--- src/rtl/spi_wf_pkg.sv ---
package spi_wf_pkg;
  localparam int BYTE_W = 8;

  function automatic logic [BYTE_W-1:0] bit_rev8(input logic [BYTE_W-1:0] v);
    logic [BYTE_W-1:0] r;
    for (int i = 0; i < BYTE_W; i++) r[i] = v[BYTE_W-1-i];
    return r;
  endfunction
endpackage

--- src/rtl/spi_byte_fifo.sv ---
// Circular byte buffer: pushes up to PUSH_LANES and pops up to POP_LANES bytes per cycle.
// DEPTH must be a power of two (pointers wrap naturally).
module spi_byte_fifo #(
  parameter int DEPTH      = 32,
  parameter int PUSH_LANES = 4,
  parameter int POP_LANES  = 1,
  localparam int AW  = $clog2(DEPTH),
  localparam int CW  = $clog2(DEPTH + 1),
  localparam int PNW = $clog2(PUSH_LANES + 1),
  localparam int ONW = $clog2(POP_LANES + 1)
) (
  input  logic                    clk,
  input  logic                    rst_n,
  input  logic                    flush,
  input  logic [PNW-1:0]          push_n,
  input  logic [PUSH_LANES*8-1:0] push_data,
  input  logic [ONW-1:0]          pop_n,
  output logic [POP_LANES*8-1:0]  peek,
  output logic [CW-1:0]           level
);
  logic [7:0]    mem [DEPTH];
  logic [AW-1:0] wr_q, wr_d, rd_q, rd_d;
  logic [CW-1:0] cnt_q, cnt_d;

  always_ff @(posedge clk) begin
    for (int k = 0; k < PUSH_LANES; k++) begin
      if (!flush && (PNW'(k) < push_n)) mem[wr_q + AW'(k)] <= push_data[k*8 +: 8];
    end
  end

  always_comb begin
    if (flush) begin
      wr_d  = '0;
      rd_d  = '0;
      cnt_d = '0;
    end else begin
      wr_d  = wr_q + AW'(push_n);
      rd_d  = rd_q + AW'(pop_n);
      cnt_d = cnt_q + CW'(push_n) - CW'(pop_n);
    end
  end

  always_ff @(posedge clk or negedge rst_n) begin
    if (!rst_n) begin
      wr_q  <= '0;
      rd_q  <= '0;
      cnt_q <= '0;
    end else begin
      wr_q  <= wr_d;
      rd_q  <= rd_d;
      cnt_q <= cnt_d;
    end
  end

  for (genvar g = 0; g < POP_LANES; g++) begin : g_peek
    assign peek[g*8 +: 8] = mem[rd_q + AW'(g)];
  end

  assign level = cnt_q;
endmodule

--- src/rtl/spi_tx_unpack.sv ---
// Transmit side: splits bus words into ordered bytes and hands them to the shifter.
module spi_tx_unpack import spi_wf_pkg::*; #(
  parameter int DEPTH = 32,
  parameter int LANES = 4,
  localparam int CW = $clog2(DEPTH + 1),
  localparam int NW = $clog2(LANES + 1),
  localparam int LW = $clog2(LANES),
  localparam int WW = LANES * 8
) (
  input  logic          clk,
  input  logic          rst_n,
  input  logic          flush,
  input  logic          clr_err,
  input  logic [CW-1:0] len,
  input  logic          wr_en,
  input  logic [WW-1:0] wr_data,
  input  logic          byte_swap,
  input  logic          msb_first,
  input  logic          tx_ready,
  output logic          tx_valid,
  output logic [7:0]    tx_data,
  output logic          ovf,
  output logic [CW-1:0] level
);
  logic [CW-1:0] pushed_q, pushed_d, remain;
  logic [NW-1:0] n, push_n;
  logic [WW-1:0] push_bytes;
  logic [LW-1:0] sel;
  logic [7:0]    b;
  logic          accept, pop, ovf_q, ovf_d;

  assign remain = len - pushed_q;
  assign n      = (remain >= CW'(LANES)) ? NW'(LANES) : NW'(remain);
  assign accept = wr_en && !flush && (n != '0) && (level <= CW'(DEPTH - LANES));
  assign push_n = accept ? n : '0;
  assign pop    = tx_valid && tx_ready && !flush;

  always_comb begin
    push_bytes = '0;
    sel        = '0;
    b          = '0;
    for (int k = 0; k < LANES; k++) begin
      sel = byte_swap ? LW'(n - NW'(k) - NW'(1)) : LW'(k);
      b   = wr_data[sel*8 +: 8];
      if (!msb_first) b = bit_rev8(b);
      if (NW'(k) < n) push_bytes[k*8 +: 8] = b;
    end
  end

  always_comb begin
    pushed_d = flush ? '0 : pushed_q + CW'(push_n);
    if (clr_err)                     ovf_d = 1'b0;
    else if (wr_en && !flush && !accept) ovf_d = 1'b1;
    else                             ovf_d = ovf_q;
  end

  always_ff @(posedge clk or negedge rst_n) begin
    if (!rst_n) begin
      pushed_q <= '0;
      ovf_q    <= 1'b0;
    end else begin
      pushed_q <= pushed_d;
      ovf_q    <= ovf_d;
    end
  end

  spi_byte_fifo #(.DEPTH(DEPTH), .PUSH_LANES(LANES), .POP_LANES(1)) u_buf (
    .clk(clk), .rst_n(rst_n), .flush(flush),
    .push_n(push_n), .push_data(push_bytes),
    .pop_n(pop), .peek(tx_data), .level(level)
  );

  assign tx_valid = (level != '0);
  assign ovf      = ovf_q;
endmodule

--- src/rtl/spi_rx_pack.sv ---
// Receive side: collects shifter bytes and packs them into bus words.
module spi_rx_pack import spi_wf_pkg::*; #(
  parameter int DEPTH = 32,
  parameter int LANES = 4,
  localparam int CW = $clog2(DEPTH + 1),
  localparam int NW = $clog2(LANES + 1),
  localparam int LW = $clog2(LANES),
  localparam int WW = LANES * 8
) (
  input  logic          clk,
  input  logic          rst_n,
  input  logic          flush,
  input  logic          clr_err,
  input  logic [CW-1:0] len,
  input  logic          rx_valid,
  input  logic [7:0]    rx_data,
  output logic          rx_ready,
  input  logic          byte_swap,
  input  logic          msb_first,
  input  logic          rd_en,
  output logic [WW-1:0] rd_data,
  output logic          word_avail,
  output logic          udf,
  output logic [CW-1:0] level
);
  logic [CW-1:0] got_q, got_d;
  logic [NW-1:0] n, pop_n;
  logic [WW-1:0] peek, packed_w, rd_q, rd_d;
  logic [7:0]    in_byte;
  logic [LW-1:0] src;
  logic          take, pop, rd_ok, udf_q, udf_d;

  assign rx_ready   = (level < CW'(DEPTH)) && (got_q < len);
  assign take       = rx_valid && rx_ready && !flush;
  assign in_byte    = msb_first ? rx_data : bit_rev8(rx_data);
  assign word_avail = (level >= CW'(LANES)) || ((level != '0) && (got_q == len));
  assign n          = (level >= CW'(LANES)) ? NW'(LANES) : NW'(level);
  assign rd_ok      = rd_en && !flush;
  assign pop        = rd_ok && word_avail;
  assign pop_n      = pop ? n : '0;

  always_comb begin
    packed_w = '0;
    src      = '0;
    for (int l = 0; l < LANES; l++) begin
      src = byte_swap ? LW'(n - NW'(l) - NW'(1)) : LW'(l);
      if (NW'(l) < n) packed_w[l*8 +: 8] = peek[src*8 +: 8];
    end
  end

  always_comb begin
    got_d = flush ? '0 : got_q + CW'(take);
    if (clr_err)    rd_d = '0;
    else if (pop)   rd_d = packed_w;
    else if (rd_ok) rd_d = '0;
    else            rd_d = rd_q;
    if (clr_err)                  udf_d = 1'b0;
    else if (rd_ok && !word_avail) udf_d = 1'b1;
    else                          udf_d = udf_q;
  end

  always_ff @(posedge clk or negedge rst_n) begin
    if (!rst_n) begin
      got_q <= '0;
      rd_q  <= '0;
      udf_q <= 1'b0;
    end else begin
      got_q <= got_d;
      rd_q  <= rd_d;
      udf_q <= udf_d;
    end
  end

  spi_byte_fifo #(.DEPTH(DEPTH), .PUSH_LANES(1), .POP_LANES(LANES)) u_buf (
    .clk(clk), .rst_n(rst_n), .flush(flush),
    .push_n(take), .push_data(in_byte),
    .pop_n(pop_n), .peek(peek), .level(level)
  );

  assign rd_data = rd_q;
  assign udf     = udf_q;
endmodule

--- src/rtl/spi_word_fifo.sv ---
module spi_word_fifo #(
  parameter int DEPTH = 32,
  parameter int LANES = 4,
  localparam int CW = $clog2(DEPTH + 1),
  localparam int WW = LANES * 8
) (
  input  logic          clk,
  input  logic          rst_n,
  input  logic          soft_rst,
  input  logic          len_we,
  input  logic [CW-1:0] len_val,
  input  logic          tx_byte_swap,
  input  logic          tx_msb_first,
  input  logic          rx_byte_swap,
  input  logic          rx_msb_first,
  input  logic          wr_en,
  input  logic [WW-1:0] wr_data,
  input  logic          rd_en,
  output logic [WW-1:0] rd_data,
  output logic          rx_word_avail,
  output logic          tx_valid,
  output logic [7:0]    tx_data,
  input  logic          tx_ready,
  input  logic          rx_valid,
  input  logic [7:0]    rx_data,
  output logic          rx_ready,
  output logic          ovf_flag,
  output logic          udf_flag
);
  logic          rst_meta, rst_sync;
  logic [CW-1:0] len_q, len_d, tx_level, rx_level;
  logic          flush;

  always_ff @(posedge clk or negedge rst_n) begin
    if (!rst_n) {rst_sync, rst_meta} <= 2'b00;
    else        {rst_sync, rst_meta} <= {rst_meta, 1'b1};
  end

  assign flush = soft_rst || len_we;

  always_comb begin
    if (soft_rst)    len_d = '0;
    else if (len_we) len_d = (len_val > CW'(DEPTH)) ? CW'(DEPTH) : len_val;
    else             len_d = len_q;
  end

  always_ff @(posedge clk or negedge rst_sync) begin
    if (!rst_sync) len_q <= '0;
    else           len_q <= len_d;
  end

  spi_tx_unpack #(.DEPTH(DEPTH), .LANES(LANES)) u_tx (
    .clk(clk), .rst_n(rst_sync), .flush(flush), .clr_err(soft_rst), .len(len_q),
    .wr_en(wr_en), .wr_data(wr_data), .byte_swap(tx_byte_swap), .msb_first(tx_msb_first),
    .tx_ready(tx_ready), .tx_valid(tx_valid), .tx_data(tx_data),
    .ovf(ovf_flag), .level(tx_level)
  );

  spi_rx_pack #(.DEPTH(DEPTH), .LANES(LANES)) u_rx (
    .clk(clk), .rst_n(rst_sync), .flush(flush), .clr_err(soft_rst), .len(len_q),
    .rx_valid(rx_valid), .rx_data(rx_data), .rx_ready(rx_ready),
    .byte_swap(rx_byte_swap), .msb_first(rx_msb_first),
    .rd_en(rd_en), .rd_data(rd_data), .word_avail(rx_word_avail),
    .udf(udf_flag), .level(rx_level)
  );
endmodule

--- config.mk ---
export PLATFORM = sky130hd
export DESIGN_NAME = spi_word_fifo
export DESIGN_NICKNAME = d
export VERILOG_FILES = /design/src/rtl/spi_wf_pkg.sv /design/src/rtl/spi_byte_fifo.sv /design/src/rtl/spi_tx_unpack.sv /design/src/rtl/spi_rx_pack.sv /design/src/rtl/spi_word_fifo.sv
export SDC_FILE = /design/constraint.sdc
export NUM_CORES = 2
export LEC_CHECK = 0
export ABC_AREA = 1
export BUFFER_PORTS_ARGS = -buffer_cell sky130_fd_sc_hd__clkbuf_2
export CORE_ASPECT_RATIO = 1.5
export CORE_MARGIN = 2
export CORE_UTILIZATION = 40
export DETAILED_ROUTE_END_ITERATION = 7
export MAX_ROUTING_LAYER = met4
export PLACE_DENSITY_LB_ADDON = 0.3
export SLEW_MARGIN = 40
export SYNTH_ARGS = -nofsm -noshare
export SYNTH_HDL_FRONTEND = slang
export SYNTH_SLANG_ARGS = --single-unit
--- constraint.sdc ---
create_clock -name clk -period 2.9 [get_ports clk]
set_input_delay 0.58 -clock clk [delete_from_list [all_inputs] [get_ports clk]]
set_output_delay 0.58 -clock clk [all_outputs]
set_load 0.02 [all_outputs]
* Word-level counts from Yosys, hierarchy flattened
Memories as Yosys holds them, arrays and structs flattened.
Cells that the tools add are included.
** Word-level totals
- Logic and storage cells :: 156
- Memory bits (writable) :: 512
- Memories :: 2
- Bits in read-only memories :: 0
- Output and inout port bits :: 45
- Bits in registers :: 86
- Input bits :: 58
- Latch bits :: 0
** Cells by class
- Reductions and logical operators :: 30
- Bitwise operators :: 0
- $lt $le $gt $ge :: 19
- Shifts and indexed selects :: 8
- $add $sub $neg :: 29
- Multipliers :: 0
- Eq/ne operators :: 1
- Divide/modulo/power cells :: 0
- Muxes and demuxes :: 53
** Memory list
- u_rx.u_buf.mem :: words 32, width 8, read ports 4, clocked after memory_dff 0, wr ports 1, line spi_byte_fifo.sv:21 : logic [7:0] mem [DEPTH];
- u_tx.u_buf.mem :: words 32, width 8, read ports 1, clocked after memory_dff 0, wr ports 4, line spi_byte_fifo.sv:21
** Operators by type and width (number)
- $shiftx A32 B6 Y8 :: 8
- $mux W8 :: 13
- $mux W32 :: 3
- $mux W6 :: 7
- $add A5 B2 Y5 const B :: 4
- $mux W5 :: 4
- $logic_and A1 B1 Y1 :: 18
- $lt A1 B3 Y1 const A :: 6
- $lt A2 B3 Y1 const A :: 6
- $mux W2 :: 8
- $sub A2 B1 Y2 const B :: 8
- $mux W1 :: 14
- $add A6 B1 Y6 :: 2
- $add A6 B3 Y6 :: 2
- $ge A6 B3 Y1 const B :: 2
- $mux W3 :: 4
- $reduce_bool A6 Y1 :: 2
- $add A5 B1 Y5 :: 2
- $add A5 B1 Y5 const B :: 2
- $add A5 B3 Y5 :: 2
- $sub A2 B2 Y2 const B :: 4
- $eq A6 B6 Y1 :: 1
- $gt A6 B6 Y1 const B :: 1
- $le A6 B5 Y1 const B :: 1
- 10 further kinds :: 16

* Depth between registers and ports, before layout
- Word-level depth :: 11
- Mapped depth :: 29

* Hierarchy
From an unflattened synthesis, not the netlist that was laid out.
** Second synthesis, totals
- Cells, all modules :: 6498
- Area total of the unflattened synthesis :: 44201.1 um^2
** Modules (own cells, without submodules)
- spi_byte_fifo (u_tx.u_buf) :: area an instance 21647.0 um^2, times used 1, cells each 3361
- spi_byte_fifo (u_rx.u_buf) :: area an instance 17130.2 um^2, times used 1, cells each 2211
- spi_rx_pack :: area an instance 2798.9 um^2, times used 1, cells each 436
- spi_tx_unpack :: area an instance 2289.7 um^2, times used 1, cells each 450
- spi_word_fifo :: area an instance 335.3 um^2, times used 1, cells each 40

* Worst setup path after synthesis
Ideal clock, no wire load.
- Path kind :: reg2reg
- Start point :: register len_q[0]
- End point :: memory u_tx.u_buf.mem[15][0] (enable)
- Path slack :: -1393 ps
- Clock period less this slack :: 4293 ps
- Library setup time :: 404 ps
- Data arrival time :: 3889 ps
- Cell stages (with the launch flop) :: 18
- Cells stage by stage :: dfrtp_1 inv_1 ha_1 fa_1 nand3b_1 nand3_1 nand2_1 nor2_4 nand3_4 buf_6 buf_6 ha_1 nand3_1 nand3_2 nor2_1 nor2_1 buf_2 o311ai_0
** RTL lines
- start, declared :: line spi_word_fifo.sv:31 : logic [CW-1:0] len_q, len_d, tx_level, rx_level;
- start signal, assigned :: line spi_word_fifo.sv:49 : else len_q <= len_d;
- end, declared :: line spi_byte_fifo.sv:21

* Worst setup path after layout
- Start point :: register u_tx.u_buf.rd_q[0]
- End point :: output tx_data[0]
** Between the ends
- Longest elaborated chain between the ends :: 1
** Ends and longest elaborated chain
- start, declared :: line spi_byte_fifo.sv:22 : logic [AW-1:0] wr_q, wr_d, rd_q, rd_d;
- start signal, assigned :: line spi_byte_fifo.sv:50 : rd_q <= rd_d;
- $mem_v2 Z32 W8
- end, declared :: line spi_word_fifo.sv:22 : output logic [7:0] tx_data,
No other way between the ends.

==> flow_metrics.tcl <==
set metrics [dict create \
    status "complete, but fails checks" \
    failed_checks "negative setup slack" \
    clock_latency_ps 710 \
    synthAdderAreaFrac_pct 1.792 \
    core-area_um2 108500 \
    worst_slack_ps -714.1 \
    routedWlPerCell_um 29.28 \
    synth_cells 6178 \
    grt_max_degree 85 \
    drtIter0Drc 5862 \
    cp.required_ps 2320 \
    rsz0062_at_grt "yes" \
    drive_gt1_share_pct 24.70 \
    yosys.area_share.simple_pct 36.25 \
    viasPerCell 6.073 \
    start_util_pct 40.29 \
    synthMuxAreaShare_pct 0 \
    yosysWarnings 0 \
    netSwitchingFraction_pct 35.82 \
    htree_levels 2 \
    cp-start-kind "register" \
    p_int_w 0.01657 \
    grtUsageTotal_pct 43.54 \
    p_sw_w 0.009248 \
    drc 0 \
    arrival_ps 3030 \
    p_leak_nw 25.88 \
    power_density_nw_per_um2 439.3 \
    clockBufferDepth 3 \
    dpl-instance-area_um2 53680 \
    yosysSeqAreaShare_pct 40.09 \
    ios 103 \
    worstSetupPathType "reg2out" \
    clkPwrFrac_pct 30.9 \
    vias 51100 \
    grt_pass1_vias 48410 \
    ant_nets 0 \
    fp.dieH_um 408.9 \
    clkTransAtPathRegs_ps 80 \
    fmax_ghz 0.2767 \
    rows 148 \
    portBuffers 102 \
    tns_ps -311560 \
    cts_tree "done" \
    peakVddDrop_v 0.0005214 \
    pwr-share-comb_pct 31.8 \
    die_w_um 273.9 \
    gp_congestion 1.141 \
    synth-edff-count 512 \
    grt_remaining_overflow 0 \
    slew_headroom_pct 46.58 \
    async_flop_share_pct 14.38 \
    synth_area_per_cell_um2 7.076 \
    grt_first_pass_wirelength_mm 337.5 \
    synth_xor_area_share_pct 0.1803 \
    syn_area_um2 43720 \
    numCtsBuffers 60 \
    synthDistinctLibCells 58 \
    wirelength_mm 246.4 \
    cts_sinks 598 \
    antenna_found_initial 14 \
    final_nets 7045 \
    final_common_cell "nand2_1" \
    min_path_type "in2reg" \
    clockRootBuffer "clkbuf_16" \
    synth_ff_type "edfxtp_1" \
    post-route-period-util_pct 124.6 \
    setup_viol 552 \
    fin_area_um2 58760 \
    mostFrequentLayoutCells "nand2_1 (1,635), buf_4 (748), nand3_1 (670)" \
    worstPathMaxFanout 8 \
    area_growth_pct 34.41 \
    ys_seq_elements 598 \
    hold_violations 0 \
    synthesis.nets 6295 \
    die-area_um2 112000 \
    clock_skew_ps 34.32 \
    tightest_slew_ps 793.0 \
    drv_slew 0 \
    post-dp-hpwl_mm 178.2 \
    period_minus_slack_ps 3614 \
    cp-end-kind "output port" \
    synth-compound-area-share_pct 12.31 \
    cap_violations 0 \
    synth_top_family_by_area "simple AND/OR/NAND/NOR gates" \
    sequentialPowerShare_pct 37.3 \
    first_pass_iters 7 \
]
metrics by stage:
| step | instances | power [W] | worst slack (ps) | utilization (%) | hold WS (ps) |
|---|---|---|---|---|---|
| floorplan | 6178 | 0.01290 | -901.0 | - | 284.4 |
| global placement | 8195 | 0.01672 | -815.1 | 49.47 | 335.7 |
| detailed placement | 8195 | 0.01674 | -769.1 | 49.47 | 343.4 |
| CTS | 8357 | 0.02499 | -717.0 | 52.78 | 124.5 |
| global route | 8413 | 0.02624 | -900.1 | 54.15 | 140.9 |
| finish | 8415 | 0.02582 | -714.1 | 54.15 | 143.1 |
cell families after synthesis:
| logic type | after synthesis |
|---|---|
| AO/OA/AOI/OAI | 969 |
| adder cells (fa/ha/maj) | 59 |
| XOR/XNOR | 9 |
| buffers and inverters | 1027 |
| flip-flops | 598 |
| AND/OR/NAND/NOR | 3515 |
| other | 1 |
cell type report:
class	instances	area [µm²]
clock inverter	38	381.6
clock buffer	72	1556
tap	1425	1783
fill	10400	49750
timing repair buffer	1103	10900
inverter	612	2394
multi-input combinational	4553	24170
sequential	598	17540
antenna	14	35.03
synthesized netlist by cell type, types with 3 or more instances:
| master | number | area [µm²] |
|---|---|---|
| a21oi_1 | 98 | 490.5 |
| a31oi_1 | 15 | 93.84 |
| a32o_1 | 4 | 40.04 |
| a32oi_1 | 7 | 61.31 |
| buf_1 | 46 | 172.7 |
| buf_2 | 93 | 465.5 |
| buf_4 | 12 | 90.09 |
| buf_6 | 7 | 78.83 |
| clkbuf_1 | 250 | 938.4 |
| clkbuf_2 | 6 | 30.03 |
| clkinv_1 | 16 | 60.06 |
| dfrtp_1 | 86 | 2152 |
| edfxtp_1 | 512 | 15370 |
| fa_1 | 6 | 120.1 |
| ha_1 | 53 | 663.1 |
| inv_1 | 506 | 1899 |
| inv_2 | 88 | 330.3 |
| nand2_1 | 1683 | 6317 |
| nand2_2 | 12 | 75.07 |
| nand2_4 | 5 | 56.30 |
| nand3_1 | 765 | 3829 |
| nand3_2 | 27 | 270.3 |
| nand4_1 | 408 | 2552 |
| nor2_1 | 517 | 1941 |
| nor2_2 | 45 | 281.5 |
| nor2_4 | 28 | 315.3 |
| nor3_1 | 11 | 55.05 |
| o2111ai_1 | 9 | 78.83 |
| o211ai_1 | 54 | 405.4 |
| o211ai_2 | 3 | 37.54 |
| o21ai_0 | 640 | 3203 |
| o21ai_1 | 49 | 245.2 |
| o21bai_1 | 4 | 30.03 |
| o221ai_1 | 52 | 455.4 |
| o22ai_1 | 22 | 137.6 |
| or2_2 | 4 | 25.02 |
| xor2_1 | 7 | 61.31 |
critical path: stages (launching register included):
cell      delay, ps
dfrtp_4         510
buf_12          170
buf_12          150
buf_16          150
buf_12          170
o21ai_0         100
o221ai_1        190
buf_4           190
nand3_1         150
a32oi_1         240
buf_4           160
buf_4           140
power groups by stage:
| stage | combinational [W] | clock (W) | sequential, W |
|---|---|---|---|
| 2_1_floorplan | 0.00306 | 0 | 0.00984 |
| 3_3_place_gp | 0.00690 | 0 | 0.00982 |
| 3_5_place_dp | 0.00692 | 0 | 0.00982 |
| 4_1_cts | 0.00731 | 0.00804 | 0.00964 |
| 5_1_grt | 0.00828 | 0.00832 | 0.00964 |
| 6_report | 0.00821 | 0.00797 | 0.00964 |
timing repair:
action	in CTS	in global routing
setup buffers	46	34
pin swaps	66	84
hold endpoints to repair	2	0
gates resized for setup	216	223
cloned	10	12
hold buffers	1	0
setup endpoints to repair	544	764
path summary, 6_finish.rpt:
kind                                              startpoint                         endpoint  slack, ps  cells after the start
worst min register to register            rst_sync$_DFF_PN0_          u_rx.got_q[5]$_DFF_PN0_        350                      1
worst max register to register    u_tx.pushed_q[0]$_DFF_PN0_  u_tx.u_buf.mem[20][4]$_DFFE_PP_       -710                     21
min in group asynchronous                              rst_n               rst_sync$_DFF_PN0_        230                      2
worst min-delay path                              len_val[2]             len_q[2]$_DFFE_PN0N_        140                      3
worst max-delay path            u_tx.u_buf.rd_q[0]$_DFF_PN0_                       tx_data[0]       -710                     11
max in group asynchronous                 rst_sync$_DFF_PN0_     u_rx.u_buf.rd_q[1]$_DFF_PN0_       2090                      1
layer usage:
layer | up-vias | track usage, % | part of all wire [%]
met1 | 23650 | 41.39 | 31
met5 | - | - | 0
met2 | 3329 | 71.13 | 47
met4 | 0 | 45.52 | 14
li1 | 22650 | - | -
met3 | 1473 | 8.453 | 8.3
sequential cells by signal (all words and copies together) (netlist names), 6 cells and up:
name and cells:
u_rx.u_buf.level 6, u_tx.pushed_q 6, u_rx.rd_data 32, u_tx.u_buf.mem 256, u_rx.got_q 6, u_rx.u_buf.mem 256
len_q 6, u_tx.u_buf.level 6
Power figures use the tool's default switching activity.
